## config.mk

```make
export PLATFORM = sky130hd
export DESIGN_NAME = dtmf_guard_ctrl
export DESIGN_NICKNAME = d
export VERILOG_FILES = /design/src/rtl/dtmf_guard_ctrl.sv
export SDC_FILE = /design/constraint.sdc
export NUM_CORES = 1
export LEC_CHECK = 0
export BUFFER_PORTS_ARGS = -buffer_cell sky130_fd_sc_hd__buf_2
export CAP_MARGIN = 20
export CORE_MARGIN = 2
export CORE_UTILIZATION = 58
export DETAILED_ROUTE_END_ITERATION = 12
export PLACE_DENSITY = 0.76
export SLEW_MARGIN = 20
export SYNTH_ARGS = -nofsm -noshare
export SYNTH_HDL_FRONTEND = slang
export SYNTH_SLANG_ARGS = --single-unit
```

## constraint.sdc

```tcl
create_clock -name clk -period 5.1 [get_ports clk]
set_input_delay 0 -clock clk [delete_from_list [all_inputs] [get_ports clk]]
set_output_delay 0 -clock clk [all_outputs]
set_load 0.1 [all_outputs]
```

## src/rtl/dtmf_guard_ctrl.sv

```systemverilog
module dtmf_guard_ctrl #(
  parameter int TICKS_PER_MS = 447,
  parameter int DET0_MS      = 32,
  parameter int REL0_MS      = 36,
  parameter int DET1_MS      = 38,
  parameter int REL1_MS      = 24,
  parameter int HOLD_MS      = 5
) (
  input  logic       clk,
  input  logic       rst_n,
  input  logic       tb_tick,
  input  logic       tone_present,
  input  logic [3:0] tone_key,
  input  logic       gt_sel,
  input  logic       out_en,
  output logic       dv,
  output logic [3:0] digit,
  output logic       digit_oe
);

  localparam int MAX_A  = (DET0_MS > DET1_MS) ? DET0_MS : DET1_MS;
  localparam int MAX_B  = (REL0_MS > REL1_MS) ? REL0_MS : REL1_MS;
  localparam int MAX_C  = (MAX_A > MAX_B) ? MAX_A : MAX_B;
  localparam int MAX_MS = (MAX_C > HOLD_MS) ? MAX_C : HOLD_MS;
  localparam int CNT_W  = $clog2(MAX_MS + 1);
  localparam int PRE_W  = (TICKS_PER_MS > 1) ? $clog2(TICKS_PER_MS) : 1;

  localparam logic [CNT_W-1:0] DET0 = CNT_W'(DET0_MS);
  localparam logic [CNT_W-1:0] DET1 = CNT_W'(DET1_MS);
  localparam logic [CNT_W-1:0] REL0 = CNT_W'(REL0_MS);
  localparam logic [CNT_W-1:0] REL1 = CNT_W'(REL1_MS);
  localparam logic [CNT_W-1:0] HOLD = CNT_W'(HOLD_MS);
  localparam logic [PRE_W-1:0] PRE_LAST = PRE_W'(TICKS_PER_MS - 1);

  typedef enum logic [1:0] {S_IDLE, S_ARM, S_VALID, S_HOLD} state_t;

  state_t           st;
  logic             gt_q;
  logic [PRE_W-1:0] pre;
  logic [CNT_W-1:0] det_cnt, rel_cnt, hold_cnt;
  logic [3:0]       key_q, key_lat;

  function automatic logic [3:0] key_code(input logic [3:0] k);
    logic [3:0] r, c;
    r = {2'b00, k[3:2]};
    c = {2'b00, k[1:0]};
    if (c == 4'd3)      key_code = (r == 4'd3) ? 4'd0 : 4'd13 + r;
    else if (r == 4'd3) key_code = (c == 4'd0) ? 4'd11 : (c == 4'd1) ? 4'd10 : 4'd12;
    else                key_code = r * 4'd3 + c + 4'd1;
  endfunction

  wire              gt_edge    = gt_sel != gt_q;
  wire              ms_tick    = tb_tick && (pre == PRE_LAST);
  wire              key_steady = tone_present && (tone_key == key_q);
  wire              tone_lost  = !tone_present || (tone_key != key_lat);
  wire [CNT_W-1:0]  det_thr    = gt_sel ? DET1 : DET0;
  wire [CNT_W-1:0]  rel_thr    = gt_sel ? REL1 : REL0;
  wire              detecting  = (st == S_IDLE) || (st == S_HOLD);
  wire              det_hit    = detecting && key_steady && ms_tick &&
                                 (det_cnt + CNT_W'(1) >= det_thr);

  assign digit_oe = out_en;

  always_ff @(posedge clk) begin
    if (!rst_n) begin
      gt_q  <= gt_sel;
      key_q <= '0;
      pre   <= '0;
    end else begin
      gt_q  <= gt_sel;
      key_q <= tone_key;
      if (gt_edge)      pre <= '0;
      else if (tb_tick) pre <= ms_tick ? '0 : pre + PRE_W'(1);
    end
  end

  always_ff @(posedge clk) begin
    if (!rst_n || gt_edge)                   det_cnt <= '0;
    else if (!detecting || !key_steady)      det_cnt <= '0;
    else if (det_hit)                        det_cnt <= '0;
    else if (ms_tick)                        det_cnt <= det_cnt + CNT_W'(1);
  end

  always_ff @(posedge clk) begin
    if (!rst_n || gt_edge) begin
      st       <= S_IDLE;
      dv       <= 1'b0;
      digit    <= '0;
      key_lat  <= '0;
      rel_cnt  <= '0;
      hold_cnt <= '0;
    end else begin
      case (st)
        S_IDLE: begin
          if (det_hit) begin
            digit   <= key_code(tone_key);
            key_lat <= tone_key;
            st      <= S_ARM;
          end
        end
        S_ARM: begin
          dv      <= 1'b1;
          rel_cnt <= '0;
          st      <= S_VALID;
        end
        S_VALID: begin
          if (!tone_lost) rel_cnt <= '0;
          else if (ms_tick) begin
            if (rel_cnt + CNT_W'(1) >= rel_thr) begin
              dv       <= 1'b0;
              hold_cnt <= '0;
              st       <= S_HOLD;
            end else begin
              rel_cnt <= rel_cnt + CNT_W'(1);
            end
          end
        end
        S_HOLD: begin
          if (det_hit) begin
            digit   <= key_code(tone_key);
            key_lat <= tone_key;
            st      <= S_ARM;
          end else if (ms_tick) begin
            if (hold_cnt + CNT_W'(1) >= HOLD) begin
              digit <= '0;
              st    <= S_IDLE;
            end else begin
              hold_cnt <= hold_cnt + CNT_W'(1);
            end
          end
        end
        default: st <= S_IDLE;
      endcase
    end
  end

endmodule

```

# ---- Yosys cells after proc, flatten, opt, wreduce, memory -nomap -nowiden
# Cells that the tools add are included.
dict set report word_totals {
  ram_bits 0
  out_inout_bits 6
  n_memories 0
  word_cells 106
  in_bits 10
  latchBits 0
  ff_bits 43
  rom_bits 0
}
dict set report classes {
  div 0
  bitwise_logic 1
  eq_ne 21
  muxes 36
  multipliers 1
  add_sub_neg 7
  n_reduce_logical 27
  n_lt_le_gt_ge 3
  shift 0
}
# cell n
set op_table {}
lappend op_table {{2-to-1 mux 6 bit} 10}
lappend op_table {{2-to-1 mux 4 bit} 7}
lappend op_table {{one-hot mux 6 bit (2 select lines)} 2}
lappend op_table {{adder 6 x 1 -> 6 bit (second input constant)} 3}
lappend op_table {{2-to-1 mux 2 bit} 7}
lappend op_table {{!= test 2 bit (second input constant)} 7}
lappend op_table {{>= comparator 6 bit} 2}
lappend op_table {{adder 9 x 1 -> 9 bit (second input constant)} 1}
lappend op_table {{equality test 9 bit (second input constant)} 1}
lappend op_table {{2-to-1 mux 3 bit} 3}
lappend op_table {{2-to-1 mux 9 bit} 1}
lappend op_table {{!= test 3 bit (second input constant)} 3}
lappend op_table {{equality test 2 bit (second input constant)} 4}
lappend op_table {{one-hot mux 2 bit (4 select lines)} 1}
lappend op_table {{one-hot mux 4 bit (2 select lines)} 1}
lappend op_table {{AND reduction 4 bit} 2}
lappend op_table {{AND reduction 7 bit} 1}
lappend op_table {{>= comparator 6 x 3 -> 1 bit (second input constant)} 1}
lappend op_table {{AND reduction 6 bit} 1}
lappend op_table {{nonzero test 2 bit} 3}
lappend op_table {{logical AND 1 bit} 5}
lappend op_table {{adder 3 x 3 -> 4 bit (first input constant)} 1}
lappend op_table {{adder 4 x 1 -> 4 bit (second input constant)} 1}
lappend op_table {{adder 4 x 2 -> 4 bit} 1}
lappend op_table {{16 further kinds} 27}

# ---- Logic depth before layout (Yosys ltp)
# Gate-level depths: netlist of run 1.
dict set report logic_depth {
  depth_word 7
  ltp_mapped 11
  ltp_nobuf 11
}

# ---- Least setup slack after synthesis of run 1
# Ideal clock, no wire load.
dict set report synth_path {
  path_type {register to register}
  from {reg rel_cnt[0]}
  to {reg st[0]}
  period_less_slack_ps 2534
  stages_incl_launch_ff 12
  t_required_ps 4964
  setup_time_ps 136
  slack_ps 2566
  path_buffers 0
  arrival_time_ps 2398
  path_cell_list {dfxtp_1 -> ha_1 -> nand3_1 -> xnor2_1 -> ha_1 -> a21oi_1 -> o221ai_1 -> o311a_1 -> nand2b_1 -> o221ai_1 -> a2111oi_0 -> a211oi_1}
}
dict set report synth_between {
  elab_chain_cells 4
}
# element line_no
set synth_rtl {}
lappend synth_rtl {{from (decl)} 40} ;# logic [CNT_W-1:0] det_cnt, rel_cnt, hold_cnt;
lappend synth_rtl {{from (signal assigned)} 114} ;# rel_cnt <= rel_cnt + CNT_W'(1);
lappend synth_rtl {{adder 6 x 1 -> 6 bit} 109} ;# if (rel_cnt + CNT_W'(1) >= rel_thr) begin
lappend synth_rtl {{>= comparator 6 bit} 109}
lappend synth_rtl {{!= test 2 bit (no line)} --}
lappend synth_rtl {{AND reduction 6 bit (no line)} --}
lappend synth_rtl {{to (signal assigned)} 104} ;# st <= S_VALID;
lappend synth_rtl {{to (signal assigned)} 112} ;# st <= S_HOLD;
lappend synth_rtl {{to (signal assigned)} 122} ;# st <= S_ARM;
lappend synth_rtl {{to (decl)} 37} ;# state_t st;
# No other way between the ends.
# A chain may end at the register's enable or synchronous reset.

# ---- Final worst setup path of run 1
# Same ends and word-level chain as after synthesis.

==> impl_metrics.sql, run 1 <==
INSERT INTO impl_metrics (metric_group, metric, value, unit) VALUES
('placed_design', 'port_buffers', '13', ''),
('sta', 'timing.final.crit_share', '56.8', '%'),
('power', 'share_comb_of_total_power', '9.2', '%'),
('hold_path', 'hold-path-cell-count', '0', ''),
('placed_design', 'finalWeightedCongestion', '0.779', ''),
('sta', 'timing.hold.ws', '0.0337', 'ps'),
('yosys', 'yosys.area_share.xor_xnor', '9.26', '%'),
('power', 'netSwitchingPower', '144', 'uW'),
('global_route', 'track_usage', '21.2', '%'),
('worst_setup_path', 'cp_data_arrival_time', '3040', 'ps'),
('yosys', 'synth.ff_latch_count', '43', ''),
('worst_setup_path', 'crit-reg2reg-launch', 'rel_cnt[0]$_SDFFE_PP0P_', ''),
('power', 'share_seq_of_total_power', '57.1', '%'),
('sta', 'max_slew.worst_pin.slew', '755', 'ps'),
('worst_setup_path', 'cp.required', '5240', 'ps'),
('yosys', 'synth-compound-area-share', '14.5', '%'),
('sta', 'number_of_pins_exceeding_their_max_slew_limit_in_the_final_report', '0', ''),
('routing', 'drt.antenna.violating_nets', '0', ''),
('routing', 'vias_post_dr', '2015', ''),
('power', 'clock_network_fraction_of_design_power', '33.8', '%'),
('yosys', 'synth.yosys.warnings', '0', ''),
('yosys', 'synth_top_cell_by_area', 'sky130_fd_sc_hd__dfxtp_1', ''),
('routing', 'viasPerCell', '5.69', ''),
('clock_network', 'clk_root_buffer_cell', 'sky130_fd_sc_hd__clkbuf_8', ''),
('power', 'cell_internal_pwr', '452', 'uW'),
('job', 'maxCapViolCount', '0', ''),
('worst_setup_path', 'reg2reg_depth', '11', ''),
('power', 'power_density', '221', 'nW/um2'),
('die', 'design.portCount', '16', ''),
('sta', 'grt_setup_unrepaired', 'no', ''),
('global_route', 'grt_pass1_wl', '8440', 'um'),
('yosys', 'ys_top_cells_by_area', 'sky130_fd_sc_hd__dfxtp_1 (34%), sky130_fd_sc_hd__ha_1 (9.8%), sky130_fd_sc_hd__xor2_1 (5.1%)', ''),
('cells_and_area', 'finish.instance_area', '2690', 'um2'),
('clock_network', 'cts_buffers', '5', ''),
('worst_setup_path', 'worst_setup_path_type', 'reg -> reg', ''),
('cells_and_area', 'final_layout_size_suffix_gt1_share', '10.6', '%'),
('yosys', 'synthArstFlopShare', '0', '%'),
('sta', 'fin_crit', '2900', 'ps'),
('sta', 'fmax', '345', 'MHz'),
('cells_and_area', 'antenna_cells_inserted', '0', ''),
('yosys', 'synth_adder_area_share', '11.4', '%'),
('hold_path', 'hold_path.class', 'in -> out', ''),
('placed_design', 'post-dp-hpwl', '3410', 'um'),
('sta', 'max_slew_margin', '49.6', '%'),
('sta', 'hold_violations', '0', ''),
('routing', 'drtPass1Iterations', '4', ''),
('cells_and_area', 'fin_cells', '354', ''),
('sta', 'clock_skew', '8.26', 'ps'),
('placed_design', 'place_ws', '2240', 'ps'),
('sta', 'setup-tns-final', '0', 'ps'),
('clock_network', 'cts_hold_repair.buffers', '2', ''),
('die', 'fp.coreArea', '4290', 'um2'),
('yosys', 'dominant_combinational_cell_family_by_area_after_synthesis', 'simple AND/OR/NAND/NOR gates', ''),
('global_route', 'largest_net_degree_at_the_start_of_global_routing', '24', ''),
('clock_network', 'tritoncts_clock_tree', 'built', ''),
('clock_network', 'clock_latency', '290', 'ps'),
('cells_and_area', 'most-common-layout-cells', 'sky130_fd_sc_hd__dfxtp_1 (43), sky130_fd_sc_hd__nor2_1 (33), sky130_fd_sc_hd__ha_1 (20)', ''),
('clock_network', 'max-clock-path-buffers', '2', ''),
('routing', 'drt_iter0_markers', '104', ''),
('clock_network', 'cts_num_sinks', '43', ''),
('die', 'rows', '24', ''),
('status', 'result_of_the_run', 'finished, final reports clean', ''),
('yosys', 'synth_net_count', '323', ''),
('power', 'vdd_ir_max', '161', 'uV'),
('routing', 'detail_routed_net_length_per_standard_cell', '13.4', 'um'),
('cells_and_area', 'nets', '335', ''),
('routing', 'finalWirelength', '4740', 'um'),
('placed_design', 'placedCellCount', '346', ''),
('global_route', 'antenna_found_initial', '0', ''),
('routing', 'post-route-drc-count', '0', ''),
('yosys', 'number_of_enable_type_register_cells_in_the_synthesized_netlist', '0', '');
how the worst max path moves through the flow:
stage / from / to / slack [ps] / depth (start not counted)
floorplan: rel_cnt[0]$_SDFFE_PP0P_ / st[0]$_SDFFE_PP0P_ / 2570 / 11
global placement: rel_cnt[0]$_SDFFE_PP0P_ / st[0]$_SDFFE_PP0P_ / 2390 / 11
detailed placement: rel_cnt[0]$_SDFFE_PP0P_ / st[0]$_SDFFE_PP0P_ / 2240 / 11
CTS: rel_cnt[0]$_SDFFE_PP0P_ / st[0]$_SDFFE_PP0P_ / 2200 / 11
global route: rel_cnt[2]$_SDFFE_PP0P_ / st[0]$_SDFFE_PP0P_ / 1880 / 11
finish: rel_cnt[0]$_SDFFE_PP0P_ / st[0]$_SDFFE_PP0P_ / 2200 / 11
sequential cells by signal, indices dropped and copies added, names as in the netlist, 2 cells and up:
name / flops
st: 2
key_q: 4
key_lat: 4
hold_cnt: 6
det_cnt: 6
pre: 9
digit: 4
rel_cnt: 6
cell type report:
cell class / count / area [um2] / area share (%)
Multi-Input combinational cell: 217 / 1530 / 56.7
Sequential cell: 43 / 861 / 32.0
Timing Repair Buffer: 16 / 92.6 / 3.44
Inverter: 20 / 75.1 / 2.79
Clock buffer: 6 / 72.6 / 2.70
Tap cell: 52 / 65.1 / 2.42
critical path, cell delays in order (launching register included):
cell and delay (ps):
sky130_fd_sc_hd__dfxtp_1 400, sky130_fd_sc_hd__ha_1 240, sky130_fd_sc_hd__nand3_1 110, sky130_fd_sc_hd__xnor2_1 160, sky130_fd_sc_hd__ha_1 320, sky130_fd_sc_hd__a21oi_1 70, sky130_fd_sc_hd__o221ai_1 320, sky130_fd_sc_hd__o311a_1 270
sky130_fd_sc_hd__nand2b_1 150, sky130_fd_sc_hd__o221ai_1 170, sky130_fd_sc_hd__a2111oi_0 430, sky130_fd_sc_hd__a211oi_1 100
power groups by stage:
stage / Clock [mW] / Combinational [mW] / Sequential (mW)
final: 0.201 / 0.0546 / 0.340
after global placement: 0 / 0.0521 / 0.348
after CTS: 0.206 / 0.0550 / 0.340
after detailed placement: 0 / 0.0531 / 0.348
after global routing: 0.220 / 0.0630 / 0.341
after floorplan: 0 / 0.0441 / 0.348
routing by layer:
metal / routed length, um / global-route usage [%] / up-vias
li1: - / - / 1041
met1: 2270 / 27.3 / 947
met2: 2260 / 35.1 / 22
met3: 138 / 4.76 / 5
met4: 66 / 7.05 / 0
met5: 0 / 0 / -
kinds of logic (layout without fill, tap and decap cells):
| group | Yosys count | count (layout) |
|---|---|---|
| DFF | 43 | 43 |
| AOI/OAI and AO/OA | 54 | 54 |
| and+or+nand+nor | 106 | 106 |
| buffers and inverters | 31 | 42 |
| adders and majority gates | 22 | 22 |
| xor gates and xnor gates | 27 | 27 |
| muxes | 8 | 8 |
per-stage QoR:
stage          util, %  power [mW]
2_1_floorplan        -       0.392
3_3_place_gp      60.5       0.400
3_5_place_dp      60.5       0.401
4_1_cts           62.7       0.601
5_1_grt           62.7       0.624
6_report          62.7       0.596
cell usage after synthesis (4+ instances only):
| library cell | count |
|---|---|
| sky130_fd_sc_hd__nand2_1 | 19 |
| sky130_fd_sc_hd__ha_1 | 20 |
| sky130_fd_sc_hd__nor3_1 | 6 |
| sky130_fd_sc_hd__and2_1 | 7 |
| sky130_fd_sc_hd__nand3_1 | 8 |
| sky130_fd_sc_hd__a211oi_1 | 4 |
| sky130_fd_sc_hd__o21ai_0 | 4 |
| sky130_fd_sc_hd__dfxtp_1 | 43 |
| sky130_fd_sc_hd__clkbuf_1 | 4 |
| sky130_fd_sc_hd__nand4_1 | 8 |
| sky130_fd_sc_hd__inv_1 | 19 |
| sky130_fd_sc_hd__xor2_1 | 15 |
| sky130_fd_sc_hd__xnor2_1 | 12 |
| sky130_fd_sc_hd__a21oi_1 | 17 |
| sky130_fd_sc_hd__mux2i_1 | 8 |
| sky130_fd_sc_hd__nor2_1 | 33 |
No activity file was read; power rests on OpenSTA's default activity.
==> run 2, diff against run 1 <==
- CORE_UTILIZATION: 58 -> 54
- PLACE_DENSITY: 0.76 -> 0.74
- clock period: 5.1 -> 2.5 ns (I/O delays scaled with it)
==> run 2 against run 1 <==
Compared with the run above:
- flip-flop and latch count unchanged
- largest cell class unchanged
- count of clock-buffer cells in the layout unchanged
- design area up 9.9%
- register-to-register slack worse by 2100 ps
- first-iteration DRC count down 27%
- hold slack about the same
- critical endpoint is now digit[3]$_SDFFE_PP0P_
- sequential share of layout area down 2.7 points
- die area up 7.0%
- total power up 100%
- via count up 5.6%
- non-clock buffer count up 21
==> impl_metrics.sql, run 2 (same netlist as run 1, synthesis figures left out) <==
INSERT INTO impl_metrics (metric_group, metric, value, unit) VALUES
('routing', 'drt-met1-wl', '2280', 'um'),
('worst_setup_path', 'critical_path_depth', '9', ''),
('worst_setup_path', 'worstPathBufferInverterCount', '2', ''),
('cells_and_area', 'synthToLayoutAreaGrowth', '16.0', '%'),
('cells_and_area', 'most-common-layout-cells', 'sky130_fd_sc_hd__dfxtp_1 (40), sky130_fd_sc_hd__nor2_1 (33), sky130_fd_sc_hd__buf_4 (22)', ''),
('routing', 'drtPass1Iterations', '5', ''),
('worst_setup_path', 'cp_cell_sequence', 'inv_1, ha_1, a211oi_1, nand4b_1, nor4_2, buf_4, nor2_1, a311o_1, o31ai_1', ''),
('power', 'share_seq_of_total_power', '57.4', '%'),
('sta', 'setup_viol', '0', ''),
('global_route', 'antenna_found_initial', '0', ''),
('worst_setup_path', 'cp_data_arrival_time', '2590', 'ps'),
('placed_design', 'placedCellCount', '368', ''),
('worst_setup_path', 'critPathLaunchType', 'flip-flop', ''),
('sta', 'timing.final.crit_share', '95.9', '%'),
('power', 'vdd_ir_max', '393', 'uV'),
('power', 'share_comb_of_total_power', '9.8', '%'),
('global_route', 'largest_net_degree_at_the_start_of_global_routing', '21', ''),
('routing', 'finalWirelength', '4980', 'um'),
('clock_network', 'tritoncts_clock_tree', 'built', ''),
('routing', 'detail_routed_net_length_per_standard_cell', '13.2', 'um'),
('placed_design', 'finalWeightedCongestion', '0.831', ''),
('hold_path', 'timing.hold.worst.start', 'out_en', ''),
('global_route', 'grt_pass1_wl', '8460', 'um'),
('worst_setup_path', 'reg2reg_depth', '9', ''),
('sta', 'timing.hold.ws', '0.217', 'ps'),
('clock_network', 'cts_buffers', '5', ''),
('clock_network', 'clock_latency', '290', 'ps'),
('status', 'result_of_the_run', 'finished, final reports clean', ''),
('power', 'cell_internal_pwr', '927', 'uW'),
('placed_design', 'post-dp-hpwl', '3760', 'um'),
('worst_setup_path', 'crit-reg2reg-launch', 'st[0]$_SDFFE_PP0P_', ''),
('cells_and_area', 'final_common_cell', 'sky130_fd_sc_hd__dfxtp_1', ''),
('power', 'p_leak', '1.13', 'nW'),
('worst_setup_path', 'cp-end-kind', 'flip-flop', ''),
('cells_and_area', 'nets', '356', ''),
('clock_network', 'max-clock-path-buffers', '2', ''),
('die', 'design.portCount', '16', ''),
('worst_setup_path', 'rr_endpoint', 'digit[3]$_SDFFE_PP0P_', ''),
('sta', 'fmax', '417', 'MHz'),
('job', 'maxCapViolCount', '0', ''),
('placed_design', 'port_buffers', '13', ''),
('sta', 'setup-tns-final', '0', 'ps'),
('hold_path', 'hold-path-cell-count', '0', ''),
('sta', 'fin_crit', '2400', 'ps'),
('power', 'netSwitchingPower', '280', 'uW'),
('clock_network', 'clock_tree.htree_level_count', '2', ''),
('clock_network', 'clkSlewWorstSetupHoldPaths', '70', 'ps'),
('routing', 'route.met3.wl', '149', 'um'),
('hold_path', 'holdPathEnd', 'digit_oe', ''),
('die', 'die_x', '72.8', 'um'),
('die', 'initial_utilization', '55.1', '%'),
('global_route', 'vias_in_the_first_global_route', '2026', ''),
('cells_and_area', 'fin_cells', '377', ''),
('die', 'fp.coreArea', '4630', 'um2'),
('sta', 'max_slew.worst_pin.slew', '675', 'ps'),
('clock_network', 'cts_num_sinks', '43', ''),
('die', 'design.die.area', '5290', 'um2'),
('cells_and_area', 'largest-register', 'pre', ''),
('worst_setup_path', 'cpPeakStageDelay', '350', 'ps'),
('die', 'rows', '25', ''),
('power', 'clock_network_fraction_of_design_power', '32.7', '%'),
('power', 'totalPowerFinal', '1.21', 'mW'),
('routing', 'post-route-drc-count', '0', ''),
('cells_and_area', 'final_layout_size_suffix_gt1_share', '22.3', '%'),
('clock_network', 'clk_root_buffer_cell', 'sky130_fd_sc_hd__clkbuf_8', ''),
('global_route', 'overflow', '0', ''),
('routing', 'routed.top_layer', 'met4', ''),
('cells_and_area', 'filler_cell_count', '416', ''),
('hold_path', 'hold_path.class', 'in -> out', ''),
('routing', 'drt_iter0_markers', '76', ''),
('routing', 'viasPerCell', '5.64', ''),
('sta', 'clock_skew', '5.39', 'ps'),
('global_route', 'track_usage', '20.0', '%'),
('sta', 'max_slew_margin', '54.7', '%'),
('worst_setup_path', 'worstPathMaxFanout', '9', ''),
('worst_setup_path', 'cp.required', '2690', 'ps'),
('cells_and_area', 'antenna_cells_inserted', '0', ''),
('worst_setup_path', 'setup.reg_to_reg.worst_slack', '100', 'ps'),
('worst_setup_path', 'worst_setup_path_type', 'reg -> reg', ''),
('power', 'power_density', '408', 'nW/um2'),
('power', 'netSwitchingFraction', '23.2', '%'),
('routing', 'detailroute.wirelength.met2', '2470', 'um'),
('die', 'die_y', '72.8', 'um'),
('sta', 'hold_violations', '0', ''),
('worst_setup_path', 'critical-path-top-delay-family', 'compound AO/OA/AOI/OAI gates', ''),
('worst_setup_path', 'crit_path_top_delay_cell', 'sky130_fd_sc_hd__dfxtp_1', ''),
('routing', 'vias_post_dr', '2128', ''),
('routing', 'drt.antenna.violating_nets', '0', ''),
('sta', 'number_of_pins_exceeding_their_max_slew_limit_in_the_final_report', '0', ''),
('cells_and_area', 'largest_reg_flops', '9', '');
==> run 2: changes by cell type in the layout (fill, tap and decap cells not counted), sizes merged <==
cell	before	now
buf	14	35
==> run 2: final cells by class <==
class	instances	area [um2]	share of cell area, %
sequential	43	867	29.3
timing repair buffer	37	250	8.45
clock buffer	6	72.6	2.45
inverter	20	75.1	2.54
tap	54	67.6	2.28
multi-input combinational	217	1630	55.0
==> run 2: metal layers <==
layer	global-route usage, %	vias up
met5	0	-
met4	6.38	0
met3	4.14	11
met2	35.7	31
met1	24.0	997
li1	-	1089
==> run 2: how the worst max path moves through the flow <==
| stage | from | end | slack [ps] |
|---|---|---|---|
| after floorplan | rel_cnt[0]$_SDFFE_PP0P_ | st[0]$_SDFFE_PP0P_ | 60 |
| after global placement | rel_cnt[0]$_SDFFE_PP0P_ | rel_cnt[4]$_SDFFE_PP0P_ | 20 |
| after detailed placement | det_cnt[1]$_SDFFE_PP0N_ | hold_cnt[4]$_SDFFE_PP0P_ | -60 |
| after CTS | rel_cnt[1]$_SDFFE_PP0P_ | st[0]$_SDFFE_PP0P_ | -10 |
| after global routing | det_cnt[1]$_SDFFE_PP0N_ | digit[3]$_SDFFE_PP0P_ | -2 |
| final | st[0]$_SDFFE_PP0P_ | digit[3]$_SDFFE_PP0P_ | 100 |
==> run 2: power by group through the flow <==
stage	Sequential, mW	Combinational [mW]	Clock [mW]
finish	0.693	0.118	0.395
global route	0.693	0.134	0.435
CTS	0.694	0.117	0.406
detailed placement	0.710	0.113	0
global placement	0.710	0.110	0
floorplan	0.709	0.0906	0
==> run 2: timing repair <==
action / CTS / global route
hold endpoints to repair: 3 / 0
gates resized for setup: 3 / 21
hold buffers: 2 / 0
endpoints found under the setup margin: 6 / 14
buffers inserted: 0 / 2
pin swaps: 0 / 8
==> run 2: metrics by stage <==
stage,worst slack [ps],cell area (um2),util (%)
floorplan,63.0,2560,-
global placement,23.6,2760,59.6
detailed placement,-59.5,2760,59.6
CTS,-13.4,2860,61.7
global route,-2.24,2960,63.9
finish,103,2960,63.9
==> run 3, diff against run 2 <==
- CORE_MARGIN: 2 -> 8
- CORE_UTILIZATION: 54 -> 58
- PLACE_DENSITY: 0.74 -> 0.76
- clock period: 2.5 -> 2.56 ns (I/O delays scaled with it)
==> run 3 against run 2 <==
Compared with the run above:
- global-route usage shrank 3.5 points
- clock skew increased by 1.8 ps
- flip-flop and latch count unchanged
- sequential power is 2% lower
- final cell count did not move
- non-clock buffer count unchanged
- register-to-register slack gained 50 ps
- first-iteration DRC count grew 20%
- via count down 2.0%
- sequential share of layout area decreased by 0.067 points
- die area increased by 28%
- count of clock-buffer cells in the layout is 1 lower
- largest power group unchanged
- highest routed layer unchanged
==> impl_metrics.sql, run 3 (same netlist as run 1, synthesis figures left out) <==
INSERT INTO impl_metrics (metric_group, metric, value, unit) VALUES
('power', 'share_comb_of_total_power', '8.0', '%'),
('clock_network', 'clkSlewWorstSetupHoldPaths', '80', 'ps'),
('sta', 'clock_skew', '7.17', 'ps'),
('routing', 'drt-met1-wl', '2480', 'um'),
('power', 'netSwitchingPower', '303', 'uW'),
('worst_setup_path', 'critPathLaunchType', 'flip-flop', ''),
('routing', 'vias_post_dr', '2085', ''),
('power', 'totalPowerFinal', '1.41', 'mW'),
('clock_network', 'max-clock-path-buffers', '2', ''),
('cells_and_area', 'largest-register', 'pre', ''),
('hold_path', 'hold_path.class', 'in -> out', ''),
('global_route', 'overflow', '0', ''),
('sta', 'max_slew_margin', '65.6', '%'),
('power', 'clock_network_fraction_of_design_power', '44.1', '%'),
('cells_and_area', 'nets', '356', ''),
('sta', 'timing.final.crit_share', '93.8', '%'),
('routing', 'drt_iter0_markers', '91', ''),
('sta', 'number_of_pins_exceeding_their_max_slew_limit_in_the_final_report', '0', ''),
('sta', 'timing.hold.ws', '0.0346', 'ps'),
('status', 'result_of_the_run', 'finished, final reports clean', ''),
('worst_setup_path', 'cp_cell_sequence', 'ha_4, nand3_1, xnor2_1, ha_1, a21oi_1, o221ai_2, o311a_1, nand2b_4, o221ai_2, buf_4, o21bai_1, a211oi_1', ''),
('worst_setup_path', 'worstPathMaxFanout', '3', ''),
('worst_setup_path', 'cpMostUsedCell', 'sky130_fd_sc_hd__o221ai_2', ''),
('routing', 'detailroute.wirelength.met2', '2440', 'um'),
('die', 'fp.coreArea', '4290', 'um2'),
('worst_setup_path', 'cp.required', '2780', 'ps'),
('power', 'p_leak', '1.14', 'nW'),
('power', 'power_density', '477', 'nW/um2'),
('sta', 'max_slew.worst_pin.slew', '508', 'ps'),
('global_route', 'antenna_found_initial', '0', ''),
('worst_setup_path', 'cp_data_arrival_time', '2620', 'ps'),
('placed_design', 'placedCellCount', '366', ''),
('cells_and_area', 'most-common-layout-cells', 'sky130_fd_sc_hd__dfxtp_1 (41), sky130_fd_sc_hd__nor2_1 (33), sky130_fd_sc_hd__buf_4 (22)', ''),
('routing', 'drt.antenna.violating_nets', '0', ''),
('cells_and_area', 'synthToLayoutAreaGrowth', '16.1', '%'),
('worst_setup_path', 'reg2reg_depth', '12', ''),
('clock_network', 'clock_latency', '300', 'ps'),
('worst_setup_path', 'worstPathBufferInverterCount', '1', ''),
('clock_network', 'cts_buffers', '5', ''),
('global_route', 'largest_net_degree_at_the_start_of_global_routing', '16', ''),
('cells_and_area', 'multi_input_comb_area', '1570', 'um2'),
('cells_and_area', 'largest_reg_flops', '9', ''),
('cells_and_area', 'filler_cell_count', '364', ''),
('global_route', 'grt_pass1_wl', '8830', 'um'),
('power', 'netSwitchingFraction', '21.4', '%'),
('power', 'share_seq_of_total_power', '47.9', '%'),
('worst_setup_path', 'critical_path_depth', '12', ''),
('power', 'vdd_ir_max', '329', 'uV'),
('placed_design', 'post-dp-hpwl', '3790', 'um'),
('die', 'die_y', '82.3', 'um'),
('placed_design', 'finalWeightedCongestion', '0.845', ''),
('placed_design', 'port_buffers', '13', ''),
('routing', 'routed.top_layer', 'met4', ''),
('cells_and_area', 'final_common_cell', 'sky130_fd_sc_hd__dfxtp_1', ''),
('cells_and_area', 'antenna_cells_inserted', '0', ''),
('placed_design', 'placedInstanceArea', '2750', 'um2'),
('routing', 'route.met3.wl', '128', 'um'),
('die', 'rows', '24', ''),
('worst_setup_path', 'cp-end-kind', 'flip-flop', ''),
('sta', 'hold_violations', '0', ''),
('cells_and_area', 'finish.instance_area', '2960', 'um2'),
('routing', 'drtPass1Iterations', '4', ''),
('die', 'design.die.area', '6780', 'um2'),
('sta', 'fmax', '416', 'MHz'),
('hold_path', 'hold-path-cell-count', '0', ''),
('job', 'maxCapViolCount', '0', ''),
('clock_network', 'clock_tree.htree_level_count', '2', ''),
('worst_setup_path', 'cpPeakStageDelay', '370', 'ps'),
('clock_network', 'cts_num_sinks', '43', ''),
('power', 'cell_internal_pwr', '1.11', 'mW'),
('worst_setup_path', 'worst_setup_path_type', 'reg -> reg', ''),
('worst_setup_path', 'critical-path-top-delay-family', 'compound AO/OA/AOI/OAI gates', ''),
('sta', 'setup-tns-final', '0', 'ps'),
('die', 'initial_utilization', '59.4', '%'),
('routing', 'viasPerCell', '5.53', ''),
('clock_network', 'tritoncts_clock_tree', 'built', ''),
('global_route', 'vias_in_the_first_global_route', '2067', ''),
('sta', 'fin_crit', '2400', 'ps'),
('routing', 'finalWirelength', '5120', 'um'),
('clock_network', 'clk_root_buffer_cell', 'sky130_fd_sc_hd__clkbuf_8', ''),
('die', 'die_x', '82.3', 'um'),
('worst_setup_path', 'crit_path_top_delay_cell', 'sky130_fd_sc_hd__dfxtp_4', ''),
('die', 'design.portCount', '16', ''),
('global_route', 'track_usage', '16.6', '%'),
('cells_and_area', 'final_layout_size_suffix_gt1_share', '19.7', '%'),
('routing', 'post-route-drc-count', '0', ''),
('sta', 'setup_viol', '0', ''),
('cells_and_area', 'seq_area', '866', 'um2'),
('cells_and_area', 'fin_cells', '377', ''),
('routing', 'detail_routed_net_length_per_standard_cell', '13.6', 'um');
-- run 3: final cells by class --
class	count	share of cell area, %
clock inverter	3	2.28
tap	52	2.20
clock buffer	5	2.32
inverter	20	2.53
timing repair buffer	37	8.45
multi-input combinational	217	53.0
sequential	43	29.2
-- run 3: worst register-to-register path, delay by kind of cell, from the launching register on --
kind	cells	cell delay, ps
compound gates	6	950
buf+inv	1	160
xor+xnor	1	150
simple gates	2	230
flops	1	370
fa+ha+maj	2	450
-- run 3: metrics by stage --
step / util, % / worst slack, ps
after floorplan: - / 26.0
after global placement: 64.0 / 54.0
after detailed placement: 64.0 / -22.9
after CTS: 67.7 / 28.9
after global routing: 69.0 / -8.02
final: 69.0 / 158
-- run 3: path summary, 6_finish.rpt --
path | from | end | slack, ps
setup / recovery | rel_cnt[0]$_SDFFE_PP0P_ | st[0]$_SDFFE_PP0P_ | 160
hold / removal | out_en | digit_oe | 0.03
setup reg to reg | rel_cnt[0]$_SDFFE_PP0P_ | st[0]$_SDFFE_PP0P_ | 160
hold reg to reg | digit[0]$_SDFFE_PP0P_ | digit[0]$_SDFFE_PP0P_ | 460
-- run 3: layer usage --
| metal | track usage, % | up-vias |
|---|---|---|
| li1 | - | 1084 |
| met1 | 20.1 | 967 |
| met2 | 27.1 | 28 |
| met3 | 3.35 | 6 |
| met4 | 8.42 | 0 |
| met5 | 0 | - |
-- run 3: power by group through the flow --
stage                     clock network [mW]  logic [mW]  registers [mW]
after floorplan                            0      0.0879           0.693
after global placement                     0       0.107           0.693
after detailed placement                   0       0.110           0.694
after CTS                              0.636       0.113           0.678
after global routing                   0.667       0.131           0.678
final                                  0.623       0.113           0.677
-- run 3: what timing repair did --
item	CTS	global route
pin swaps	0	6
hold buffers	2	0
setup buffers	0	1
resized for setup	1	11
setup endpoints to repair	3	14
hold endpoints to repair	4	0
